File: config.mk
export PLATFORM = sky130hd
export DESIGN_NAME = vi_irq_ctrl
export DESIGN_NICKNAME = d
export VERILOG_FILES = /design/src/rtl/vi_irq_pkg.sv /design/src/rtl/vi_flag_bank.sv /design/src/rtl/vi_enable_reg.sv /design/src/rtl/vi_read_mux.sv /design/src/rtl/vi_irq_ctrl.sv
export SDC_FILE = /design/constraint.sdc
export NUM_CORES = 1
export LEC_CHECK = 0
export BUFFER_PORTS_ARGS = -buffer_cell sky130_fd_sc_hd__buf_2
export CORE_UTILIZATION = 47
export CTS_CLUSTER_DIAMETER = 100
export DETAILED_ROUTE_END_ITERATION = 8
export GPL_TIMING_DRIVEN = 1
export PLACE_DENSITY = 0.77
export SLEW_MARGIN = 20
export SYNTH_ARGS = -nofsm -noshare
export SYNTH_HDL_FRONTEND = slang
export SYNTH_SLANG_ARGS = --single-unit
File: constraint.sdc
create_clock -name clk -period 1.4 [get_ports clk]
set_input_delay 0.07 -clock clk [delete_from_list [all_inputs] [get_ports clk]]
set_output_delay 0.07 -clock clk [all_outputs]
set_load 0.02 [all_outputs]
File: src/rtl/vi_irq_pkg.sv
package vi_irq_pkg;
  localparam int DATA_W   = 8;
  localparam int SRC_W    = DATA_W - 1;
  localparam int ADDR_W   = 13;
  localparam int IDX_LSB  = 9;
  localparam int IDX_W    = 4;

  // register indices decoded from the address field
  localparam logic [IDX_W-1:0] IDX_T1_LO  = 4'd4;
  localparam logic [IDX_W-1:0] IDX_T2_LO  = 4'd8;
  localparam logic [IDX_W-1:0] IDX_SHIFT  = 4'd10;
  localparam logic [IDX_W-1:0] IDX_FLAGS  = 4'd13;
  localparam logic [IDX_W-1:0] IDX_ENABLE = 4'd14;

  // flag bit positions
  localparam int BIT_SR = 2;
  localparam int BIT_T2 = 5;
  localparam int BIT_T1 = 6;

  // flags that are allowed to drive the interrupt line
  localparam logic [SRC_W-1:0] IRQ_MASK = SRC_W'((1 << BIT_SR) | (1 << BIT_T1));
endpackage

File: src/rtl/vi_flag_bank.sv
module vi_flag_bank #(
  parameter int W = 7
) (
  input  logic         clk,
  input  logic         rst,
  input  logic [W-1:0] set_vec,
  input  logic [W-1:0] clr_vec,
  output logic [W-1:0] flags,
  output logic [W-1:0] flags_nxt
);
  for (genvar i = 0; i < W; i++) begin : g_bit
    // set has priority over any clearing access in the same cycle
    always_comb begin
      if (set_vec[i])      flags_nxt[i] = 1'b1;
      else if (clr_vec[i]) flags_nxt[i] = 1'b0;
      else                 flags_nxt[i] = flags[i];
    end

    always_ff @(posedge clk) begin
      if (rst) flags[i] <= 1'b0;
      else     flags[i] <= flags_nxt[i];
    end

    AST_SET_WINS: assert property (@(posedge clk) disable iff (rst)
      set_vec[i] |=> flags[i]);
    AST_CLR_ONLY: assert property (@(posedge clk) disable iff (rst)
      (clr_vec[i] && !set_vec[i]) |=> !flags[i]);
  end
endmodule

File: src/rtl/vi_enable_reg.sv
module vi_enable_reg #(
  parameter int DATA_W = 8,
  localparam int W = DATA_W - 1
) (
  input  logic              clk,
  input  logic              rst,
  input  logic              wr,
  input  logic [DATA_W-1:0] wr_data,
  output logic [W-1:0]      en,
  output logic [W-1:0]      en_nxt
);
  logic          set_mode;
  logic [W-1:0]  sel;

  assign set_mode = wr_data[DATA_W-1];
  assign sel      = wr_data[W-1:0];

  always_comb begin
    en_nxt = en;
    if (wr) begin
      if (set_mode) en_nxt = en | sel;
      else          en_nxt = en & ~sel;
    end
  end

  always_ff @(posedge clk) begin
    if (rst) en <= '0;
    else     en <= en_nxt;
  end

  AST_EN_SET: assert property (@(posedge clk) disable iff (rst)
    (wr && set_mode) |=> ((en & $past(sel)) == $past(sel)));
  AST_EN_CLR: assert property (@(posedge clk) disable iff (rst)
    (wr && !set_mode) |=> ((en & $past(sel)) == '0));
  AST_EN_HOLD: assert property (@(posedge clk) disable iff (rst)
    !wr |=> $stable(en));
endmodule

File: src/rtl/vi_read_mux.sv
module vi_read_mux
  import vi_irq_pkg::*;
(
  input  logic [IDX_W-1:0]  idx,
  input  logic [SRC_W-1:0]  flags,
  input  logic [SRC_W-1:0]  en,
  output logic [DATA_W-1:0] data
);
  logic any_pending;
  assign any_pending = |(flags & en);

  always_comb begin
    unique case (idx)
      IDX_FLAGS:  data = {any_pending, flags};
      IDX_ENABLE: data = {1'b1, en};
      default:    data = '0;
    endcase
  end
endmodule

File: src/rtl/vi_irq_ctrl.sv
module vi_irq_ctrl
  import vi_irq_pkg::*;
(
  input  logic              clk,
  input  logic              rst,
  input  logic [ADDR_W-1:0] addr,
  input  logic              rd_en,
  input  logic              wr_en,
  input  logic [DATA_W-1:0] wr_data,
  output logic [DATA_W-1:0] rd_data,
  input  logic              sr_evt,
  input  logic              t1_evt,
  input  logic              t2_evt,
  output logic              irq
);
  logic [IDX_W-1:0]   idx;
  logic [IDX_LSB-1:0] unused_addr_lo;
  logic [SRC_W-1:0]   set_vec, clr_vec;
  logic [SRC_W-1:0]   flags, flags_nxt;
  logic [SRC_W-1:0]   en, en_nxt;
  logic [DATA_W-1:0]  rd_mux;

  assign idx            = addr[IDX_LSB +: IDX_W];
  assign unused_addr_lo = addr[IDX_LSB-1:0];

  always_comb begin
    set_vec         = '0;
    set_vec[BIT_SR] = sr_evt;
    set_vec[BIT_T2] = t2_evt;
    set_vec[BIT_T1] = t1_evt;
  end

  // clearing accesses: flag-register writes plus side-effect reads
  always_comb begin
    clr_vec = '0;
    if (wr_en && idx == IDX_FLAGS) clr_vec = wr_data[SRC_W-1:0];
    if (rd_en && idx == IDX_SHIFT) clr_vec[BIT_SR] = 1'b1;
    if (rd_en && idx == IDX_T1_LO) clr_vec[BIT_T1] = 1'b1;
    if (rd_en && idx == IDX_T2_LO) clr_vec[BIT_T2] = 1'b1;
  end

  vi_flag_bank #(.W(SRC_W)) u_flags (
    .clk(clk), .rst(rst), .set_vec(set_vec), .clr_vec(clr_vec),
    .flags(flags), .flags_nxt(flags_nxt)
  );

  vi_enable_reg #(.DATA_W(DATA_W)) u_enable (
    .clk(clk), .rst(rst), .wr(wr_en && idx == IDX_ENABLE),
    .wr_data(wr_data), .en(en), .en_nxt(en_nxt)
  );

  vi_read_mux u_rmux (
    .idx(idx), .flags(flags), .en(en), .data(rd_mux)
  );

  always_ff @(posedge clk) begin
    if (rst) begin
      rd_data <= '0;
      irq     <= 1'b0;
    end else begin
      rd_data <= rd_en ? rd_mux : '0;
      irq     <= |(flags_nxt & en_nxt & IRQ_MASK);
    end
  end

  AST_IRQ_LEVEL: assert property (@(posedge clk) disable iff (rst)
    irq == (|(flags & en & IRQ_MASK)));
  AST_EN_READ_MSB: assert property (@(posedge clk) disable iff (rst)
    (rd_en && idx == IDX_ENABLE) |=> rd_data[DATA_W-1]);
  AST_SUMMARY_BIT: assert property (@(posedge clk) disable iff (rst)
    (rd_en && idx == IDX_FLAGS) |=> rd_data[DATA_W-1] == $past(|(flags & en)));
  AST_SR_READ_CLR: assert property (@(posedge clk) disable iff (rst)
    (rd_en && idx == IDX_SHIFT && !sr_evt) |=> !flags[BIT_SR]);
  AST_IDLE_RD_ZERO: assert property (@(posedge clk) disable iff (rst)
    !rd_en |=> rd_data == '0);
endmodule

==> results.toml <==
[outcome]
status = "completed"

[flow_run]
maxCapViolations = 0

[setup_path]
critPathRequiredTime_ns = 1.61
cp.arrival_ns = 1.33
end_kind = "flip-flop"
start_kind = "flip-flop"
critPathKind = "reg -> reg"
crit_slowest_cell = "a222oi_1"
crit_chain = "a222oi_1, nand3_1, a21oi_1, nor2_1"
slowest_delay_ns = 0.35
crit_fanout = 3

[placement]
dpl-instance-area_sq_mm = 0.00112
dp_hpwl_mm = 1.40
place.gp.congestion = 0.754
io_buffers = 27

[pwr]
leakage_uw = 0.000538
p_per_area_mw_per_mm2 = 892
switching_power_uw = 259
pwr-share-clk_pct = 28.5
netSwitchingFraction_pct = 23.8
total_power_uw = 1090
p_int_uw = 827
pwr-share-comb_pct = 9.8
p_seq_share_pct = 61.6
vdd_drop_max_uv = 468

[route]
first_iter_violations = 22
drc_errors = 0
drt-pass1-iter-count = 4
vias = 838
post_drt_wl_per_cell_um = 12.5
viasPerCell = 5.17
routed_wl_mm = 2.03
ant_nets = 0

[final_layout]
drive_gt1_share_pct = 28.9
diodes = 0
syn2layout_area_growth_pct = 25.5
fin_area_sq_mm = 0.00122
nNetsFinal = 164

[die]
core_sq_mm = 0.00194
initial_core_util_pct = 49.9
ioPinCount = 37
die-area_sq_mm = 0.00225
die_h_um = 47.4
die_x_um = 47.4
core.rowCount = 16

[timing]
tightestPinTransition_ns = 0.299
rsz0062_at_grt = "false"
finalCritPeriodShare_pct = 80.1
max_freq_mhz = 892
fin_setup_tns_ns = 0
finalCriticalPeriod_ns = 1.12
whs_ns = 0.0976
slew_headroom_pct = 80.0
report.final.slew_viol_count = 0
setup_viol = 0
fin_skew_ns = 0.000988
hold_violations = 0

[grt]
grt_overflow = 0
grtUsageTotal_pct = 20.7
grt_max_degree = 18
antenna_found_initial = 0
grt_pass1_vias = 729
grt_pass1_wl_mm = 3.22

[cts]
path_clk_slew_ns = 0.12
cts_buffer_depth = 2
numCtsBuffers = 3
htreeDepth = 1
cts_resized = 0
cts_hold_buf = 7
clkLatencyLatePin_ns = 0.31
postCtsSetupBuffers = 0
cts.sink_count = 23
cts_tree = "done"
cts-root-buf = "clkbuf_4"

[synth]
synth_area_leader_cell = "dfxtp_1"
synth-compound-area-share_pct = 14.2
synth_top_family_by_area = "simple AND/OR/NAND/NOR gates"
seq_area_frac_synth_pct = 47.5
ys_top_cells_by_area = "dfxtp_1 47%, a22oi_1 7.0%, nor2_1 6.6%"
synth-xor-area-share_pct = 0
ys_warn_count = 0
yosys.area_share.adder_pct = 0
synth_top_area_share_pct = 47.5
ys_ff_latch = 23
synth_mux_area_share_pct = 7.61
synth.distinct_cells = 26
yosys.area_share.simple_pct = 26.2
syn_nets = 128
postSynthAreaPerCell_sq_um = 9.70
syn_area_sq_um = 970
syn-instance-count = 100

[worst_hold_path]
hold_path_class = "in -> reg"
## critical path: cells and delay by family (launching register included)
kind             cells  cell delay, ns
AO/OA/AOI/OAI        2            0.51
AND/OR/NAND/NOR      2            0.17
flip-flops           1            0.34
## path summary, 6_finish.rpt
kind                            to  slack (ns)        startpoint  cells after the start
setup / recovery        rd_data[7]        0.28  u_flags.flags[3]                      4
hold / removal           flip-flop         0.1        wr_data[7]                      3
setup reg to reg        rd_data[7]        0.28  u_flags.flags[3]                      4
hold reg to reg   u_flags.flags[3]        0.48  u_flags.flags[3]                      2
## synthesized netlist by cell type
library cell	number
a21oi_1	5
a222oi_1	1
a22oi_1	9
a31oi_1	3
and2_1	1
and2b_1	1
and3_4	1
and4b_1	2
buf_1	1
buf_2	2
buf_6	2
clkbuf_1	1
dfxtp_1	23
inv_1	1
mux2i_1	6
mux2i_2	1
nand2_1	1
nand2b_1	6
nand3_1	7
nand3_2	3
nand4b_1	1
nor2_1	17
nor2b_1	2
nor3b_1	1
nor4bb_1	1
o32ai_2	1
## layer usage
layer | routed length (um) | part of all wire (%) | track usage [%] | up-vias
li1 | - | - | - | 426
met1 | 932 | 46 | 28.4 | 373
met2 | 972 | 48 | 33.4 | 37
met3 | 108 | 5.3 | 2.64 | 2
met4 | 14 | 0.69 | 6.86 | 0
met5 | 0 | 0 | 0 | -
## logic make-up (layout without fill, tap and decap cells)
logic type      after synthesis  in the layout
buf+inv                       7             42
compound gates               19             19
mux                           7              7
flops                        23             23
simple gates                 44             44
## through the flow
stage / util, % / setup slack (ns) / cells
2_1_floorplan: - / 0.357 / 100
3_3_place_gp: 57.7 / 0.232 / 151
3_5_place_dp: 57.7 / 0.215 / 151
4_1_cts: 62.7 / 0.271 / 162
5_1_grt: 62.7 / 0.218 / 162
6_report: 62.7 / 0.278 / 162
## layout make-up
type	count	area [sq um]
multi-input cells	70	465
inverters	1	3.75
well taps	27	33.8
flip-flops and latches	23	460
repair buffers	37	228
clock buffers	4	26.3
fillers	167	724
## power groups by stage
stage               Clock (uW)  Combinational (uW)  Sequential [uW]
floorplan                    0                46.7              684
global placement             0                88.8              684
detailed placement           0                91.5              684
CTS                        313                 106              670
global route               351                 117              671
finish                     310                 107              670
## cells in the final DEF (no fill, tap or decap), drive strengths merged, types with 2 or more instances in the layout
cell type	count
mux2i	7
a31oi	3
a22oi	9
clkbuf	4
nand3	10
dlygate4sd3	7
dfxtp	23
a21oi	5
nand2b	6
nor2b	2
buf	30
and4b	2
nor2	17
Note: power is estimated with default switching activity, not from simulation.
